==> src/rtl/addr_dec_pkg.sv <==
package addr_dec_pkg;
  typedef enum logic [2:0] {
    PH_IDLE, PH_DEV, PH_AHI, PH_ALO, PH_WDAT, PH_RDAT, PH_HOLD
  } phase_t;

  localparam int BYTE_BITS = 8;
  localparam int WADDR_W   = 16;
endpackage

==> src/rtl/sbyte_match.sv <==
module sbyte_match #(
  parameter logic [3:0] ARR_ID = 4'b1010,
  parameter logic [3:0] CCR_ID = 4'b1101,
  parameter logic [2:0] DSEL   = 3'b111
) (
  input  logic [7:0] sbyte,
  output logic       hit,
  output logic       is_ccr,
  output logic       is_rd
);
  localparam int NTGT = 2;
  localparam logic [NTGT-1:0][3:0] IDS = {CCR_ID, ARR_ID};

  logic [NTGT-1:0] tgt_hit;

  for (genvar g = 0; g < NTGT; g++) begin : g_tgt
    assign tgt_hit[g] = (sbyte[7:4] == IDS[g]) && (sbyte[3:1] == DSEL);
  end

  assign hit    = |tgt_hit;
  assign is_ccr = tgt_hit[1];
  assign is_rd  = sbyte[0];
endmodule

==> src/rtl/word_ptr.sv <==
module word_ptr #(
  parameter int ARR_AW = 11,
  parameter int CCR_AW = 6,
  parameter int PTR_W  = 11,
  parameter int LD_W   = 16
) (
  input  logic             clk,
  input  logic             rst_n,
  input  logic             ld,
  input  logic [LD_W-1:0]  ld_val,
  input  logic             adv,
  input  logic             ccr,
  output logic [PTR_W-1:0] addr_o
);
  localparam logic [PTR_W-1:0] ARR_M = PTR_W'((64'd1 << ARR_AW) - 64'd1);
  localparam logic [PTR_W-1:0] CCR_M = PTR_W'((64'd1 << CCR_AW) - 64'd1);

  logic [PTR_W-1:0] ptr;
  logic [PTR_W-1:0] mask;

  if (ARR_AW == CCR_AW) begin : g_same
    assign mask = ARR_M;
  end else begin : g_split
    assign mask = ccr ? CCR_M : ARR_M;
  end

  always_ff @(posedge clk or negedge rst_n) begin
    if (!rst_n)   ptr <= '0;
    else if (ld)  ptr <= PTR_W'(ld_val) & mask;
    else if (adv) ptr <= (ptr + 1'b1) & mask;
  end

  assign addr_o = ptr & mask;
endmodule

==> src/rtl/dual_tgt_addr_dec.sv <==
module dual_tgt_addr_dec
  import addr_dec_pkg::*;
#(
  parameter int         ARR_AW = 11,
  parameter int         CCR_AW = 6,
  parameter logic [3:0] ARR_ID = 4'b1010,
  parameter logic [3:0] CCR_ID = 4'b1101,
  parameter logic [2:0] DSEL   = 3'b111,
  localparam int        PTR_W  = (ARR_AW > CCR_AW) ? ARR_AW : CCR_AW
) (
  input  logic             clk,
  input  logic             rst_n,
  input  logic             start_det,
  input  logic             stop_det,
  input  logic             bit_vld,
  input  logic             bit_in,
  output logic             ack_req,
  output logic             tgt_ccr,
  output logic             rd_mode,
  output logic             data_phase,
  output logic [PTR_W-1:0] cur_addr
);
  localparam int CNT_W = $clog2(BYTE_BITS + 1);
  localparam logic [CNT_W-1:0] SLOT_CNT = CNT_W'(BYTE_BITS);
  localparam logic [CNT_W-1:0] LAST_CNT = CNT_W'(BYTE_BITS - 1);

  phase_t           ph;
  logic [CNT_W-1:0] bit_cnt;
  logic [7:0]       shreg;
  logic [7:0]       hi_q;
  logic             dev_ok, sel_q, rd_q;
  logic             rr_arm, rr_pend, rr_sel;

  logic [7:0] byte_now;
  logic       m_hit, m_ccr, m_rd, accept;
  logic       slot, live, ptr_ld, ptr_adv;

  assign byte_now = {shreg[6:0], bit_in};
  assign slot     = (bit_cnt == SLOT_CNT);
  assign live     = bit_vld && !start_det && !stop_det &&
                    (ph != PH_IDLE) && (ph != PH_HOLD);

  sbyte_match #(.ARR_ID(ARR_ID), .CCR_ID(CCR_ID), .DSEL(DSEL)) u_match (
    .sbyte (byte_now),
    .hit   (m_hit),
    .is_ccr(m_ccr),
    .is_rd (m_rd)
  );

  // A read after a dummy write must name the same target.
  assign accept = m_hit && !(m_rd && rr_pend && (m_ccr != rr_sel));

  always_ff @(posedge clk or negedge rst_n) begin
    if (!rst_n) begin
      ph      <= PH_IDLE;
      bit_cnt <= '0;
      shreg   <= '0;
      hi_q    <= '0;
      dev_ok  <= 1'b0;
      sel_q   <= 1'b0;
      rd_q    <= 1'b0;
      rr_arm  <= 1'b0;
      rr_pend <= 1'b0;
      rr_sel  <= 1'b0;
    end else if (stop_det) begin
      ph      <= PH_IDLE;
      bit_cnt <= '0;
      rr_arm  <= 1'b0;
      rr_pend <= 1'b0;
    end else if (start_det) begin
      ph      <= PH_DEV;
      bit_cnt <= '0;
      dev_ok  <= 1'b0;
      rr_pend <= (ph == PH_WDAT) && rr_arm;
      rr_sel  <= sel_q;
      rr_arm  <= 1'b0;
    end else if (live) begin
      if (!slot) begin
        shreg   <= byte_now;
        bit_cnt <= bit_cnt + 1'b1;
        if (ph == PH_WDAT) rr_arm <= 1'b0;
        if (ph == PH_DEV && bit_cnt == LAST_CNT) begin
          dev_ok <= accept;
          if (accept) begin
            sel_q <= m_ccr;
            rd_q  <= m_rd;
          end
        end
      end else begin
        bit_cnt <= '0;
        unique case (ph)
          PH_DEV: begin
            rr_pend <= 1'b0;
            if (!dev_ok)   ph <= PH_HOLD;
            else if (rd_q) ph <= PH_RDAT;
            else           ph <= PH_AHI;
          end
          PH_AHI: begin
            hi_q <= shreg;
            ph   <= PH_ALO;
          end
          PH_ALO: begin
            ph     <= PH_WDAT;
            rr_arm <= 1'b1;
          end
          PH_RDAT: if (bit_in) ph <= PH_HOLD;
          default: ;
        endcase
      end
    end
  end

  assign ptr_ld  = live && slot && (ph == PH_ALO);
  assign ptr_adv = live && slot && ((ph == PH_WDAT) || (ph == PH_RDAT));

  word_ptr #(.ARR_AW(ARR_AW), .CCR_AW(CCR_AW), .PTR_W(PTR_W), .LD_W(WADDR_W)) u_ptr (
    .clk   (clk),
    .rst_n (rst_n),
    .ld    (ptr_ld),
    .ld_val({hi_q, shreg}),
    .adv   (ptr_adv),
    .ccr   (sel_q),
    .addr_o(cur_addr)
  );

  assign ack_req    = slot && ((ph == PH_AHI) || (ph == PH_ALO) || (ph == PH_WDAT) ||
                               ((ph == PH_DEV) && dev_ok));
  assign tgt_ccr    = sel_q;
  assign rd_mode    = rd_q;
  assign data_phase = (ph == PH_WDAT) || (ph == PH_RDAT);
endmodule

==> config.mk <==
export PLATFORM = sky130hd
export DESIGN_NAME = dual_tgt_addr_dec
export DESIGN_NICKNAME = d
export VERILOG_FILES = /design/src/rtl/addr_dec_pkg.sv /design/src/rtl/sbyte_match.sv /design/src/rtl/word_ptr.sv /design/src/rtl/dual_tgt_addr_dec.sv
export SDC_FILE = /design/constraint.sdc
export NUM_CORES = 1
export LEC_CHECK = 0
export BUFFER_PORTS_ARGS = -buffer_cell sky130_fd_sc_hd__buf_2
export CELL_PAD_IN_SITES_DETAIL_PLACEMENT = 0
export CELL_PAD_IN_SITES_GLOBAL_PLACEMENT = 2
export CORE_MARGIN = 1.5
export CORE_UTILIZATION = 35
export DETAILED_ROUTE_END_ITERATION = 8
export PLACE_DENSITY = 0.74
export SYNTH_ARGS = -nofsm -noshare
export SYNTH_HDL_FRONTEND = slang
export SYNTH_SLANG_ARGS = --single-unit
==> constraint.sdc <==
create_clock -name clk -period 5.65 [get_ports clk]
set_input_delay 0.2825 -clock clk [delete_from_list [all_inputs] [get_ports clk]]
set_output_delay 0.2825 -clock clk [all_outputs]
set_load 0.05 [all_outputs]
After elaboration in Yosys (flattened, before gate mapping). Index checks and enable logic that the tools add are counted. Widths: inputs -> output; s select.

Input bits: 6. Memory bits (read-only): 0. Word-level logic and storage cells: 105. Latch bits: 0. Output and inout bits: 15. Register bits: 35. RAM bits: 0. Memories: 0.

$lt $le $gt $ge: 0. Bitwise logic cells: 6. Multiply operators: 0. Add/subtract/negate cells: 2. Div/mod/pow operators: 0. Shift operators: 0. Equal/unequal tests: 15. Muxes and demuxes: 30. Reductions and logical operators: 41.

Operator list (count): $and 11x11->11 (3); $mux 11 (3); $mux 3 (7); $logic_and 1x1->1 (16); $mux 4 (4); $mux 1 (15); $eq 4x4->1 const B (3); $pmux 3 s4 (1); $reduce_and 4->1 (3); $reduce_bool 3->1 (4); $add 11x1->11 const B (1); $eq 3x3->1 const B (3); $eq 3x2->1 const B (2); $reduce_and 3->1 (2); $reduce_and 6->1 (1); $reduce_bool 2->1 (3); $reduce_bool 6->1 (1); $reduce_and 5->1 (1); $add 4x1->4 const B (1); $eq 4x3->1 const B (1); $logic_or 1x1->1 (4); $ne 4x3->1 const B (1); $ne 4x4->1 const B (1); $reduce_bool 4->1 (1); 8 further kinds (12).

Longest topological paths before layout.
Depth after elaboration: 10. Depth in mapped cells: 7. Depth with buffers taken out: 6.

Modules after synthesis. Synthesis repeated with hierarchy kept, for this count alone.

Cell total of the unflattened synthesis: 217. Area total of the unflattened synthesis: 2230.9 sq um.

Modules (own cells, without submodules): dual_tgt_addr_dec (cells an instance 121, times used 1, area an instance 1432.6 sq um, seq. area each 725.7 sq um); word_ptr (cells an instance 90, times used 1, area an instance 759.5 sq um, seq. area each 275.3 sq um); sbyte_match (cells an instance 6, times used 1, area an instance 38.8 sq um, seq. area each 0.0 sq um).

Least setup slack after synthesis. OpenSTA, ideal clock, no wires.

Path kind: register -> output. Start: register bit_cnt[0]. End: output ack_req. Stages on the path, launching flop included: 5. Data required time: 5.368 ns. Data arrival time: 2.172 ns. Slack: 3.196 ns. Path through: dfrtp_1 -> inv_1 -> ha_1 -> nand3b_1 -> a221oi_1.

Longest elaborated chain between the ends: 2.

Ends and longest elaborated chain: from (decl) (line dual_tgt_addr_dec.sv:28) `logic [CNT_W-1:0] bit_cnt;`; from (signal assigned) (line dual_tgt_addr_dec.sv:80) `bit_cnt <= bit_cnt + 1'b1;`; $eq 4x4->1 (line dual_tgt_addr_dec.sv:39) `assign slot = (bit_cnt == SLOT_CNT);`; $logic_and 1x1->1 (line dual_tgt_addr_dec.sv:126) `assign ack_req = slot && ((ph == PH_AHI) || (ph == PH_ALO) || (ph == PH_WDAT) ||`; to (decl) (line dual_tgt_addr_dec.sv:17) `output logic ack_req,`.

Every way passes these cells.

Worst setup path in the final report. Ends and elaborated chain as after synthesis.

==> results.ini <==
[run_status]
run_status=finished, final reports clean

[cts]
clock_sink_total=35
cts-buffers-inserted=5
postCtsSetupRepairBufs=0
clock_tree_from_tritoncts=built
cts_repair_resize_count=0
worst_skew_pair.late_latency_ns=0.29
cts_hold_repair.buffers=0
cts_buffer_depth=2
h-tree-depth=2
clkTransAtPathRegs_ns=0.08
cts.root.buffer_cell=sky130_fd_sc_hd__clkbuf_8

[place]
detailedPlacementHpwl_mm=3.68
gp_congestion=0.829
placement.io_buffers=20
detailedPlace.worstSlack_ns=3.52

[logic_synthesis]
synthDominantCellAreaShare_pct=42.5
ys_seq_area_share_pct=42.5
synth_cell_types=51
ys_seq_elements=35
nets_in_the_synthesized_netlist=214
asyncSetResetFlopFracSynth_pct=100
syn-instance-count=205
syn-mean-instance-area_sq_um=10.1
syn-cell-area_sq_um=2060
synth.top_cells.by_area=sky130_fd_sc_hd__dfrtp_1 (42%), sky130_fd_sc_hd__mux2_2 (4.4%), sky130_fd_sc_hd__mux2_1 (3.8%)
ys_warnings=0
synthFlopType=sky130_fd_sc_hd__dfrtp_1
post_synth_edffs=0
synth_area_leader_cell=sky130_fd_sc_hd__dfrtp_1

[floorplanning]
design.portCount=21
num_rows=27
die_w_microns=79.8
die_area_sq_um=6360
core_area_sq_um=5610
initial_core_util_pct=36.8
die_h_microns=79.8

[routing]
ant_nets=0
maxUsedRoutingLayer=met4
via_count=1659
wire_per_inst_microns=16.9
initialDrtViolationCount=52
sum_of_met3_wire_segment_lengths_after_detailed_routing_microns=194
drc_errors=0
drt_first_pass_iters=4
via_count_normalized_by_instance_count=5.68
total_met2_wirelength_after_detailed_routing_mm=2.45
routedLengthMet1_mm=2.21
drt-total-wl_mm=4.92

[global_routing]
gr-usage-all-layers_pct=16.9
number_of_antenna_violations_at_the_first_check_in_global_routing=0
grt_overflow_total=0
grt_pass1_wl_mm=8.28
grt_pass1_vias=1652
grt_max_degree=36

[cells_and_area]
fill_cells=590
fraction_of_final_layout_cells_sized_beyond_drive_strength_1_pct=20.9
antennaDiodeCount=0
final_net_count=228
mostFrequentLayoutCells=sky130_fd_sc_hd__dfrtp_1 (35), sky130_fd_sc_hd__buf_2 (20), sky130_fd_sc_hd__nor2_1 (14)
area_overhead_vs_synth_pct=11.3
finish.utilization_pct=40.9
layout.cells.most_common=sky130_fd_sc_hd__dfrtp_1

[pwr]
finalPower_mw=0.546
power_density_nw_per_um2=238
ir_worst_vdd_v=0.000111
leakage_power_figure_nw=1.05

[setup_path]
crit_path_end_kind=primary output
crit_start_category=flop
cp.arrival_ns=2.04
timing.critical_path.fanout_max=10
timing.setup.critical_path_class=flop to primary output
cp_data_required_time_ns=5.37

[timing]
postLayoutSetupSlackWorst_ns=3.33
worst_clock_skew_ns=0.00807
timing.max_slew.rel_slack_pct=47.0
worst_slew_pin_slew_ns=0.795
max_freq_mhz=431
worst_hold_margin_ns=0.0693
fin_crit_sh_pct=41.1
timing_hold_violations_final=0
rsz_0062_raised_after_global_routing=false
setup-violations-final=0
fin_setup_tns_ns=0
period_needed_ns=2.32
slew_limit_fails=0

[min_path]
hold_path_class=primary input to asynchronous set/reset pin

[run]
drv_cap=0

==> power breakdown <==
part | leakage [nW] | switching [mW] | internal [mW]
clock network | 0.0612 | 0.0940 | 0.143
registers | 0.472 | 0.0181 | 0.260
logic | 0.512 | 0.0186 | 0.0126
total | 1.05 | 0.131 | 0.416
==> metrics by stage <==
stage	area (sq um)	instances
after global placement	2180	284
after floorplan	2060	205
final	2300	292
after CTS	2300	292
after detailed placement	2180	284
after global routing	2300	292
==> registers in the layout, indices dropped and copies added (netlist names) <==
register	cells
dev_ok	1
u_ptr.ptr	11
bit_cnt	4
rr_arm	1
hi_q	3
ph	3
tgt_ccr	1
rr_sel	1
rd_mode	1
shreg	8
rr_pend	1
==> critical path, cell delays in order, from the launching register on <==
cell,delay (ns)
sky130_fd_sc_hd__dfrtp_1,0.42
sky130_fd_sc_hd__inv_1,0.10
sky130_fd_sc_hd__ha_1,0.16
sky130_fd_sc_hd__nand3b_1,0.38
sky130_fd_sc_hd__a221oi_1,0.37
sky130_fd_sc_hd__buf_2,0.32
==> final cells by class <==
type,instances,area (sq um),share of cell area [%]
Clock inverter,2,35.0,1.53
Timing Repair Buffer,20,100,4.36
Clock buffer,6,82.6,3.60
Sequential cell,35,876,38.1
Multi-Input combinational cell,148,1080,47.0
Tap cell,72,90.1,3.92
Inverter,9,33.8,1.47
==> per-layer routing <==
| metal | GRT usage, % | vias up |
|---|---|---|
| met5 | 0 | - |
| met4 | 5.86 | 0 |
| met3 | 4.00 | 7 |
| met2 | 28.8 | 35 |
| met1 | 20.9 | 822 |
| li1 | - | 795 |
==> worst paths after layout <==
check	startpoint	endpoint	slack, ns	cells after the start
worst max-delay path	bit_cnt[0]	ack_req	3.33	5
min in group clk	stop_det	ph[0]	0.23	2
worst min-delay path	rst_n	u_ptr.ptr[8]	0.07	1
worst max register to register	bit_cnt[0]	u_ptr.ptr[6]	3.51	6
max in group asynchronous	rst_n	dev_ok	5.07	1
worst min register to register	hi_q[2]	hi_q[2]	0.53	1
==> cells by family after synthesis <==
kind of cell	Yosys count	synth area share, %
buf+inv	22	5.22
simple gates	72	19.9
flops	35	42.5
xor+xnor	1	0.789
compound gates	50	18.2
mux	22	11.6
fa+ha+maj	3	1.82
==> cell usage after synthesis, types with 2 or more instances <==
cell type                    n
sky130_fd_sc_hd__nand2_1     8
sky130_fd_sc_hd__and3b_1     2
sky130_fd_sc_hd__buf_2       2
sky130_fd_sc_hd__or3b_1      2
sky130_fd_sc_hd__a211oi_1    2
sky130_fd_sc_hd__nor2_1     14
sky130_fd_sc_hd__a21oi_1    11
sky130_fd_sc_hd__a2bb2oi_1   2
sky130_fd_sc_hd__nor4_1      3
sky130_fd_sc_hd__nand3b_1    3
sky130_fd_sc_hd__nand2b_1    4
sky130_fd_sc_hd__nand3_1     8
sky130_fd_sc_hd__a32o_1      2
sky130_fd_sc_hd__ha_1        3
sky130_fd_sc_hd__o31ai_1     5
sky130_fd_sc_hd__a311oi_1    2
sky130_fd_sc_hd__o2bb2ai_1   3
sky130_fd_sc_hd__nand4_1     4
sky130_fd_sc_hd__o21ai_0     3
sky130_fd_sc_hd__dfrtp_1    35
sky130_fd_sc_hd__mux2_2      8
sky130_fd_sc_hd__mux2i_1     7
sky130_fd_sc_hd__o31a_1      2
sky130_fd_sc_hd__nor3_1      7
sky130_fd_sc_hd__mux2_1      7
sky130_fd_sc_hd__inv_1       8
sky130_fd_sc_hd__clkbuf_1    5
sky130_fd_sc_hd__a31oi_1     4
sky130_fd_sc_hd__buf_4       6
sky130_fd_sc_hd__nor2b_1     7
sky130_fd_sc_hd__or2_2       3
sky130_fd_sc_hd__o22ai_1     4
(Power assumes the default switching activity.)
